### src/rtl/llc_err_pkg.sv
package llc_err_pkg;
  typedef enum logic [1:0] {
    CLS_CORR   = 2'd0,
    CLS_UNCORR = 2'd1,
    CLS_TAG    = 2'd2,
    CLS_RSVD   = 2'd3
  } err_cls_e;

  typedef struct packed {
    logic [2:0] src;
    logic [2:0] txn;
    err_cls_e   cls;
  } err_attr_t;

  localparam int unsigned REG_IDX_W = 3;
  localparam logic [REG_IDX_W-1:0] RI_CNT   = 3'd0;
  localparam logic [REG_IDX_W-1:0] RI_ATTR  = 3'd1;
  localparam logic [REG_IDX_W-1:0] RI_CADDR = 3'd2;
  localparam logic [REG_IDX_W-1:0] RI_CWAY  = 3'd3;
  localparam logic [REG_IDX_W-1:0] RI_IMASK = 3'd4;
  localparam logic [REG_IDX_W-1:0] RI_ICTL  = 3'd5;

  localparam int unsigned CNT_W        = 16;
  localparam int unsigned ATTR_SRC_LSB = 8;
  localparam int unsigned ATTR_TXN_LSB = 12;
  localparam int unsigned ATTR_CLS_LSB = 16;
  localparam int unsigned WAY_IDX_LSB  = 8;
endpackage

### src/rtl/llc_err_sat_cnt.sv
module llc_err_sat_cnt #(
  parameter int unsigned W = 16
) (
  input  logic         clk_i,
  input  logic         rst_ni,
  input  logic         clr_i,
  input  logic         inc_i,
  output logic [W-1:0] cnt_o
);
  logic [W-1:0] cnt_q, base, cnt_d;

  // clear first, then count the coincident event
  always_comb begin
    base  = clr_i ? '0 : cnt_q;
    cnt_d = base;
    if (inc_i && (base != {W{1'b1}})) cnt_d = base + W'(1);
  end

  always_ff @(posedge clk_i or negedge rst_ni) begin
    if (!rst_ni) cnt_q <= '0;
    else         cnt_q <= cnt_d;
  end

  assign cnt_o = cnt_q;
endmodule

### src/rtl/llc_err_capture.sv
module llc_err_capture
  import llc_err_pkg::*;
#(
  parameter int unsigned AW = 32,
  parameter int unsigned IW = 10,
  parameter int unsigned WW = 4
) (
  input  logic          clk_i,
  input  logic          rst_ni,
  input  logic          evt_i,
  input  err_attr_t     attr_i,
  input  logic [AW-1:0] addr_i,
  input  logic [IW-1:0] set_i,
  input  logic [WW-1:0] way_i,
  input  logic          ack_i,
  output logic          vld_o,
  output err_attr_t     attr_o,
  output logic [AW-1:0] addr_o,
  output logic [IW-1:0] set_o,
  output logic [WW-1:0] way_o
);
  logic          vld_q;
  err_attr_t     attr_q;
  logic [AW-1:0] addr_q;
  logic [IW-1:0] set_q;
  logic [WW-1:0] way_q;

  always_ff @(posedge clk_i or negedge rst_ni) begin
    if (!rst_ni) begin
      vld_q  <= 1'b0;
      attr_q <= '0;
      addr_q <= '0;
      set_q  <= '0;
      way_q  <= '0;
    end else if (vld_q) begin
      if (ack_i) vld_q <= 1'b0;
    end else if (evt_i) begin
      vld_q  <= 1'b1;
      attr_q <= attr_i;
      addr_q <= addr_i;
      set_q  <= set_i;
      way_q  <= way_i;
    end
  end

  assign vld_o  = vld_q;
  assign attr_o = attr_q;
  assign addr_o = addr_q;
  assign set_o  = set_q;
  assign way_o  = way_q;
endmodule

### src/rtl/llc_err_inject.sv
module llc_err_inject #(
  parameter int unsigned AW       = 32,
  parameter int unsigned DW       = 32,
  parameter int unsigned LINE_LSB = 5
) (
  input  logic          clk_i,
  input  logic          rst_ni,
  input  logic          mask_we_i,
  input  logic [DW-1:0] mask_wdata_i,
  input  logic          ctl_we_i,
  input  logic [AW-1:0] ctl_wdata_i,
  input  logic          wr_i,
  input  logic [AW-1:0] wr_addr_i,
  input  logic [DW-1:0] wr_data_i,
  output logic [DW-1:0] wr_data_o,
  output logic          hit_o,
  output logic          en_o,
  output logic [DW-1:0] mask_o,
  output logic [AW-1:0] ctl_rd_o
);
  localparam int unsigned LINE_W = AW - LINE_LSB;

  logic              en_q;
  logic [LINE_W-1:0] line_q;
  logic [DW-1:0]     mask_q;
  logic              hit;
  logic              unused_ctl;

  assign unused_ctl = ^{ctl_wdata_i[LINE_LSB-1:1], wr_addr_i[LINE_LSB-1:0]};
  assign hit = en_q && wr_i && (wr_addr_i[AW-1:LINE_LSB] == line_q);

  always_ff @(posedge clk_i or negedge rst_ni) begin
    if (!rst_ni) begin
      en_q   <= 1'b0;
      line_q <= '0;
      mask_q <= '0;
    end else begin
      if (mask_we_i) mask_q <= mask_wdata_i;
      if (ctl_we_i) begin
        en_q   <= ctl_wdata_i[0];
        line_q <= ctl_wdata_i[AW-1:LINE_LSB];
      end else if (hit) begin
        en_q   <= 1'b0;  // one error per arm
      end
    end
  end

  always_comb begin
    ctl_rd_o                 = '0;
    ctl_rd_o[AW-1:LINE_LSB]  = line_q;
    ctl_rd_o[0]              = en_q;
  end

  assign wr_data_o = hit ? (wr_data_i ^ mask_q) : wr_data_i;
  assign hit_o     = hit;
  assign en_o      = en_q;
  assign mask_o    = mask_q;
endmodule

### src/rtl/llc_err_monitor.sv
module llc_err_monitor
  import llc_err_pkg::*;
#(
  parameter int unsigned ADDR_W   = 32,
  parameter int unsigned IDX_W    = 10,
  parameter int unsigned WAY_W    = 4,
  parameter int unsigned LINE_LSB = 5
) (
  input  logic              clk_i,
  input  logic              rst_ni,
  input  logic              evt_vld_i,
  input  logic [2:0]        evt_src_i,
  input  logic [2:0]        evt_txn_i,
  input  logic [1:0]        evt_cls_i,
  input  logic [ADDR_W-1:0] evt_addr_i,
  input  logic [IDX_W-1:0]  evt_set_i,
  input  logic [WAY_W-1:0]  evt_way_i,
  input  logic              reg_we_i,
  input  logic [2:0]        reg_idx_i,
  input  logic [31:0]       reg_wdata_i,
  output logic [31:0]       reg_rdata_o,
  input  logic              arr_we_i,
  input  logic [ADDR_W-1:0] arr_addr_i,
  input  logic [31:0]       arr_wdata_i,
  output logic [31:0]       arr_wdata_o,
  output logic              inj_hit_o
);
  localparam int unsigned DATA_W = 32;
  localparam int unsigned N_CNT  = 2;

  err_cls_e          evt_cls;
  logic              evt_ok;
  logic              cnt_clr, cap_ack, mask_we, ctl_we;
  logic [N_CNT-1:0]  cnt_inc;
  logic [CNT_W-1:0]  cnt_val [N_CNT];
  logic [CNT_W-1:0]  ce_cnt, ue_cnt;
  err_attr_t         evt_attr, cap_attr;
  logic              cap_vld;
  logic [ADDR_W-1:0] cap_addr;
  logic [IDX_W-1:0]  cap_set;
  logic [WAY_W-1:0]  cap_way;
  logic              inj_en;
  logic [DATA_W-1:0] inj_mask;
  logic [ADDR_W-1:0] inj_ctl_rd;

  assign evt_cls = err_cls_e'(evt_cls_i);
  assign evt_ok  = evt_vld_i && (evt_cls != CLS_RSVD);

  assign cnt_clr = reg_we_i && (reg_idx_i == RI_CNT)   && reg_wdata_i[0];
  assign cap_ack = reg_we_i && (reg_idx_i == RI_ATTR)  && reg_wdata_i[0];
  assign mask_we = reg_we_i && (reg_idx_i == RI_IMASK);
  assign ctl_we  = reg_we_i && (reg_idx_i == RI_ICTL);

  assign cnt_inc[0] = evt_ok && (evt_cls == CLS_CORR);
  assign cnt_inc[1] = evt_ok && (evt_cls != CLS_CORR);

  for (genvar g = 0; g < N_CNT; g++) begin : g_cnt
    llc_err_sat_cnt #(.W(CNT_W)) u_cnt (
      .clk_i  (clk_i),
      .rst_ni (rst_ni),
      .clr_i  (cnt_clr),
      .inc_i  (cnt_inc[g]),
      .cnt_o  (cnt_val[g])
    );
  end

  assign ce_cnt = cnt_val[0];
  assign ue_cnt = cnt_val[1];

  assign evt_attr = '{src: evt_src_i, txn: evt_txn_i, cls: evt_cls};

  llc_err_capture #(.AW(ADDR_W), .IW(IDX_W), .WW(WAY_W)) u_cap (
    .clk_i  (clk_i),
    .rst_ni (rst_ni),
    .evt_i  (evt_ok),
    .attr_i (evt_attr),
    .addr_i (evt_addr_i),
    .set_i  (evt_set_i),
    .way_i  (evt_way_i),
    .ack_i  (cap_ack),
    .vld_o  (cap_vld),
    .attr_o (cap_attr),
    .addr_o (cap_addr),
    .set_o  (cap_set),
    .way_o  (cap_way)
  );

  llc_err_inject #(.AW(ADDR_W), .DW(DATA_W), .LINE_LSB(LINE_LSB)) u_inj (
    .clk_i        (clk_i),
    .rst_ni       (rst_ni),
    .mask_we_i    (mask_we),
    .mask_wdata_i (reg_wdata_i),
    .ctl_we_i     (ctl_we),
    .ctl_wdata_i  (reg_wdata_i[ADDR_W-1:0]),
    .wr_i         (arr_we_i),
    .wr_addr_i    (arr_addr_i),
    .wr_data_i    (arr_wdata_i),
    .wr_data_o    (arr_wdata_o),
    .hit_o        (inj_hit_o),
    .en_o         (inj_en),
    .mask_o       (inj_mask),
    .ctl_rd_o     (inj_ctl_rd)
  );

  always_comb begin
    reg_rdata_o = '0;
    case (reg_idx_i)
      RI_CNT:   reg_rdata_o = {ue_cnt, ce_cnt};
      RI_ATTR: begin
        reg_rdata_o[0]                  = cap_vld;
        reg_rdata_o[ATTR_SRC_LSB +: 3]  = cap_attr.src;
        reg_rdata_o[ATTR_TXN_LSB +: 3]  = cap_attr.txn;
        reg_rdata_o[ATTR_CLS_LSB +: 2]  = cap_attr.cls;
      end
      RI_CADDR: reg_rdata_o[ADDR_W-1:0] = cap_addr;
      RI_CWAY: begin
        reg_rdata_o[WAY_W-1:0]              = cap_way;
        reg_rdata_o[WAY_IDX_LSB +: IDX_W]   = cap_set;
      end
      RI_IMASK: reg_rdata_o = inj_mask;
      RI_ICTL:  reg_rdata_o[ADDR_W-1:0] = inj_ctl_rd;
      default:  reg_rdata_o = '0;
    endcase
  end
endmodule

### config.mk
export PLATFORM = sky130hd
export DESIGN_NAME = llc_err_monitor
export DESIGN_NICKNAME = d
export VERILOG_FILES = /design/src/rtl/llc_err_pkg.sv /design/src/rtl/llc_err_sat_cnt.sv /design/src/rtl/llc_err_capture.sv /design/src/rtl/llc_err_inject.sv /design/src/rtl/llc_err_monitor.sv
export SDC_FILE = /design/constraint.sdc
export NUM_CORES = 1
export LEC_CHECK = 0
export CORE_UTILIZATION = 60
export CTS_CLUSTER_SIZE = 8
export DETAILED_ROUTE_END_ITERATION = 8
export DONT_BUFFER_PORTS = 1
export PLACE_DENSITY_LB_ADDON = 0.05
export SLEW_MARGIN = 20
export SYNTH_ARGS = -nofsm -noshare
export SYNTH_HDL_FRONTEND = slang
export SYNTH_SLANG_ARGS = --single-unit
### constraint.sdc
create_clock -name clk_i -period 3.2 [get_ports clk_i]
set_clock_uncertainty 0.2 [all_clocks]
set_input_delay 0.16 -clock clk_i [delete_from_list [all_inputs] [get_ports clk_i]]
set_output_delay 0.16 -clock clk_i [all_outputs]
set_load 0.02 [all_outputs]
# ---- Yosys cells after proc, flatten, opt, wreduce, memory -nomap -nowiden
# Index checks and enable logic that the tools add are counted.
dict set report totals {
  word_cells 62
  ff_bits 147
  in_bits 158
}
dict set report classes {
  add_sub_neg 2
  n_reduce_logical 18
  n_eq_ne 9
  n_bitwise 2
  n_mux 19
}
# cell n
set ops {}
lappend ops {{$mux 16} 4}
lappend ops {{$pmux 14 s4} 1}
lappend ops {{$pmux 3 s6} 2}
lappend ops {{$add 16x1->16 const B} 2}
lappend ops {{$mux 32} 1}
lappend ops {{$ne 16x16->1 const B} 2}
lappend ops {{$xor 32x32->32} 1}
lappend ops {{$eq 27x27->1} 1}
lappend ops {{$pmux 4 s4} 1}
lappend ops {{$logic_and 1x1->1} 13}
lappend ops {{$pmux 2 s6} 1}
lappend ops {{$pmux 3 s4} 1}
lappend ops {{$pmux 1 s5} 2}
lappend ops {{$eq 3x2->1 const B} 2}
lappend ops {{$eq 3x3->1 const B} 2}
lappend ops {{$pmux 1 s6} 1}
lappend ops {{$mux 1} 5}
lappend ops {{$reduce_bool 2->1} 2}
lappend ops {{$eq 3x1->1 const B} 1}
lappend ops {{$logic_not 3->1} 1}
lappend ops {{$logic_not 2->1} 1}
lappend ops {{$ne 2x2->1 const B} 1}
lappend ops {{$reduce_and 2->1} 1}
lappend ops {{$not 1->1} 1}

# ---- Depth between registers and ports, before layout
dict set report depth {
  word_depth 7
  depth_mapped 7
  depth_no_buf 5
}

# ---- Modules after synthesis
# A second synthesis with hierarchy kept.
dict set report unflattened {
  hier_cells 733
  hier_area_um2 8868.5
}
# mod area_each_um2 cells_per_inst n_inst
set by_module_without_submodules {}
lappend by_module_without_submodules {llc_err_inject 3403.3 284 1}
lappend by_module_without_submodules {llc_err_capture 2301.0 118 1}
lappend by_module_without_submodules {llc_err_sat_cnt 923.4 85 2}
lappend by_module_without_submodules {llc_err_monitor 1317.5 161 1}

# ---- Least setup slack after synthesis
# No wires, ideal clock.
dict set report synth_path {
  path_type {reg-to-output}
  from {reg u_inj.line_q[12]}
  to {out arr_wdata_o[1]}
  arrival_time_ns 1.807
  path_slack_ns 1.033
  n_path_buf 1
  stages_incl_launch_ff 7
  required_ns 2.840
  cell_sequence {dfrtp_1 > xor2_1 > nor4_1 > nand4_2 > buf_6 > nor3_2 > xor2_1}
}
dict set report synth_between {
  elab_chain_len 3
}
# item line_no
set synth_rtl {}
lappend synth_rtl {{from (decl)} llc_err_inject.sv:24} ;# logic [LINE_W-1:0] line_q;
lappend synth_rtl {{from (signal assigned)} llc_err_inject.sv:41} ;# line_q <= ctl_wdata_i[AW-1:LINE_LSB];
lappend synth_rtl {{$eq 27x27->1} llc_err_inject.sv:30} ;# assign hit = en_q && wr_i && (wr_addr_i[AW-1:LINE_LSB] == line_q);
lappend synth_rtl {{$logic_and 1x1->1} llc_err_inject.sv:30}
lappend synth_rtl {{$mux 32} llc_err_inject.sv:54} ;# assign wr_data_o = hit ? (wr_data_i ^ mask_q) : wr_data_i;
lappend synth_rtl {{to (decl)} llc_err_monitor.sv:25} ;# output logic [31:0] arr_wdata_o,
# Every way passes these cells.

# ---- Worst setup path after layout
dict set report layout_path {
  from {reg u_inj.line_q[12]}
  to {out arr_wdata_o[0]}
}
# The elaborated chain is that of the path after synthesis.

==> run summary <==
The post-cts gate resize count came out at 0. The initial antenna violation count is 2. The Yosys step of the flow raised 0 warnings. The area of the core came out at 13,240 µm². The worst-case IR drop observed on VDD is 0.4599 mV. The area share of and/or/nand/nor cells after synthesis came out at 15.13%. In this run the worst hold path is classified as primary input to asynchronous set/reset pin. The number of buffers on the longest clock path came out at 2. The max-slew violation count came out at 0. The register-to-register setup slack is 0.86 ns.

Measured along the y axis, the die boundary spans 118.7 µm. Counting every net in the synthesized netlist gives 882. The final hold slack came out at -0.7772 ns. The share of the cycle needed by the critical path after routing is 91.38%. The worst register-to-register path begins at u_cap.vld_o.

Among all flip-flop cells after synthesis, the most frequent one is dfrtp_1. After clock tree synthesis, the clock-pin slew on the worst setup and hold paths is 0.06 ns. The layout overhead on the synthesized area is 23.65%. The max-cap check violation count came out at 0. The number of enable-type register cells in the synthesized netlist is 0. The violation count after the first detailed-routing iteration came out at 512. The total wire length came out at 23.33 mm. The count of buffers from port buffering came out at 0.

Synthesis produced a netlist whose cell count is 724. The CTS H-tree depth is 4. Dividing total power by cell area gives a power density of 639.4 nW/µm². The final reports fail on hold timing.

The fraction of the yosys area taken by sequential cells is 44.98%. Setup violations remaining at the end of the flow were counted as 0. The depth of the most critical reg-to-reg path came out at 3. Pin placement for this block handled 223 I/O pins. The count of hold buffers inserted by post-cts repair came out at 99. In this run the worst setup path terminates at arr_wdata_o[0]. The final layout contains 1,004 nets. Entering global routing, the biggest net connects 148 pins. In this run the worst setup path begins at u_inj.line_q[12]. The flow ran to the end, but the final reports show violations. The share of final-layout standard cells stronger than drive strength 1 is 27.94%.

In this run the clock root is driven by a clkbuf_16. In the routed design, unresolved DRC markers number 0. The via total after detailed routing came out at 6,574. The synthesized netlist devotes 10.19% of its cell area to compound gates. The required time of the critical path is 2.84 ns. The synthesized netlist devotes 7.803% of its cell area to XOR and XNOR gates.

Summing the areas of all fa, ha and maj instances in the mapped netlist gives 0% of the synthesized area. The final critical-path required period is 2.924 ns. Dividing the detail-routed wire length by the instance count gives 22.50 µm.

The relative slew slack is 50.09%. Derived from the worst setup path, the maximum achievable clock frequency is 0.3420 GHz. The first global-routing pass estimated 35.75 mm of wire. The synthesized flop and latch total is 147. The number of fillers in the final layout is 904. The count of clock tree sinks came out at 147.

At the end of routability-driven placement, the weighted congestion stood at 0.9019. The count of different cell masters after synthesis came out at 54. The total overflow left after global routing is 0. The worst setup path is launched from a flop. Before antenna repair, the detailed router went through 7 iterations. The starting utilization of the core area came out at 61.75%. TritonCTS built the clock tree. The insertion delay of the later-clocked pin in the worst-skew pair came out at 0.43 ns.

The count of antenna-violating nets left after detailed routing came out at 0. The worst register-to-register path ends at u_cap.addr_o[7]. In this run the core area contains 42 standard-cell rows. The actual transition at the worst max-transition pin came out at 0.7463 ns. The combinational family with the most area after synthesis is multiplexers. The final hold violation count came out at 147. The number of buffers created by CTS is 17.

The highest fanout seen on the critical path came out at 23. The setup TNS came out at 0 ns. Counting flops with an async set or reset pin after synthesis yields a share of 100.0%. Setup repair after global routing left no endpoint under its margin. The data arrival at the endpoint of the critical path is 2.56 ns. The synthesized area divided by synthesized cell count came out at 11.30 µm². The half-perimeter wire length after placement came out at 15.69 mm. STA classifies the critical path endpoint as an output pin. Dividing the detail-routed via count by the number of cells gives 6.339. The reported leakage power is 0.004205 µW.

The via count of the first global-routing pass came to 6,473. The critical path class is flop to output pin. The die covers 14,100 µm². The summed instance area of the synthesized netlist came out at 8178 µm². The global router's overall resource usage came out at 33.82%. The horizontal die dimension came out at 118.7 µm. Measured against the total synthesized area, the mux share comes to 18.74%.
[layout make-up]
| cell class | instances | area [µm²] | share of cell area, % |
|---|---|---|---|
| Antenna cell | 2 | 5.005 | 0.04949 |
| Clock buffer | 23 | 478.0 | 4.727 |
| Clock inverter | 9 | 80.08 | 0.7919 |
| Inverter | 10 | 37.54 | 0.3712 |
| Multi-Input combinational cell | 523 | 4249 | 42.02 |
| Sequential cell | 147 | 3679 | 36.38 |
| Tap cell | 176 | 220.2 | 2.178 |
| Timing Repair Buffer | 147 | 1364 | 13.49 |
[report_power, final]
| part | switching (µW) | internal, µW |
|---|---|---|
| Combinational | 747 | 903 |
| Sequential | 484 | 2440 |
| Clock | 765 | 1130 |
| Total | 2000 | 4470 |
[registers in the layout, indices dropped and copies added, names as in the netlist]
signal,flops
u_cap.set_o,10
u_cap.attr_o,8
u_cap.vld_o,1
u_inj.line_q,27
u_cap.addr_o,32
u_inj.mask_o,32
u_inj.en_o,1
g_cnt.u_cnt.cnt_o,32
u_cap.way_o,4
[through the flow]
step                      utilization, %  setup WS, ns  total power (µW)  cell area, µm²  cells
after floorplan                        -         1.033              3959            8178    724
after global placement             64.51        0.6393              4272            8543    902
after detailed placement           64.51        0.6628              4356            8543    902
after CTS                          76.21        0.1810              6420           10090   1033
after global routing               76.36        0.1979              6740           10110   1037
final                              76.36        0.2757              6465           10110   1037
[worst max-delay path: stages (launching register included)]
cell	delay (ns)
dfrtp_1	0.42
xor2_1	0.20
nor4_1	0.43
nand4_2	0.17
buf_4	0.28
nor3_1	0.32
xor2_1	0.17
buf_4	0.15
[cells by family (layout without fill, tap and decap cells)]
kind of cell	after synthesis	in the layout
and+or+nand+nor	208	208
DFF	147	147
muxes	136	136
AOI/OAI and AO/OA	107	107
xor gates and xnor gates	72	72
buffers and inverters	54	189
other	0	2
[cell usage in the layout, fill, tap and decap left out, types with 3 or more instances in the layout]
cell             n
dfrtp_1        147
mux2_2         109
dlygate4sd3_1   99
xor2_1          59
nand2_1         53
buf_4           47
nor2_1          43
nor3_2          35
a21oi_1         25
a221o_1         22
a22o_1          21
mux2i_1         17
clkbuf_16       17
and3_1          12
nor4_1          12
nand4_1         12
xnor2_1         12
inv_1           10
nand3_1         10
nor3_1           8
mux2_1           8
a211oi_1         7
o21ai_0          6
a31oi_1          6
clkinv_2         5
a22oi_1          4
o22ai_1          4
and4_1           4
a31o_2           3
clkbuf_8         3
clkbuf_1         3
[Yosys cell counts, types with 2 or more instances]
cell      number  area, µm²
and3_1        12      75.07
o21ai_0        6      30.03
nor3_2        34      340.3
o32ai_1        2      17.52
nor3_1         9      45.04
a21o_1         2      15.01
and2_1         2      12.51
buf_6          3      33.78
nor2_1        43      161.4
a22oi_1        4      30.03
clkbuf_1      13      48.80
mux2i_1       17      170.2
buf_2         24      120.1
xnor2_1       12      105.1
a22o_1        21      183.9
a31o_2         3      26.28
a211oi_1       7      52.55
nand2_1       54      202.7
nor2b_1        2      12.51
mux2_2       109       1227
nor4_1        12      75.07
a21oi_1       25      125.1
nand3_1       10      50.05
inv_1         10      37.54
and4_1         4      35.03
a31oi_1        6      37.54
nand4_1       12      75.07
o22ai_1        4      25.02
mux2_1         8      90.09
nor4_2         2      25.02
buf_1          2      7.510
xor2_1        59      516.8
dfrtp_1      147       3679
mux4_2         2      45.04
a221o_1       22      220.2
clkbuf_2       2      10.01
[metal layers]
layer  routed length [µm]  GRT usage [%]
met5                    0              0
met4                  759          14.72
met3                 1813          9.653
met2                11330          53.07
met1                 9428          43.70
[worst min path at each step]
stage	from	to	slack (ns)	cells past startpoint
after floorplan	rst_ni	g_cnt[0].u_cnt.cnt_o[0]	-0.34	0
after global placement	rst_ni	u_cap.attr_o[3]	-0.33	0
after detailed placement	rst_ni	u_cap.way_o[2]	-0.33	0
after CTS	rst_ni	u_cap.addr_o[0]	-0.79	0
after global routing	rst_ni	u_cap.addr_o[15]	-0.79	0
final	rst_ni	g_cnt[0].u_cnt.cnt_o[6]	-0.78	0
[repair_timing]
item,CTS,global route
endpoints found under the setup margin,0,2
hold endpoints to repair,275,147
setup buffers,0,2
No activity file was read; power rests on OpenSTA's default activity.
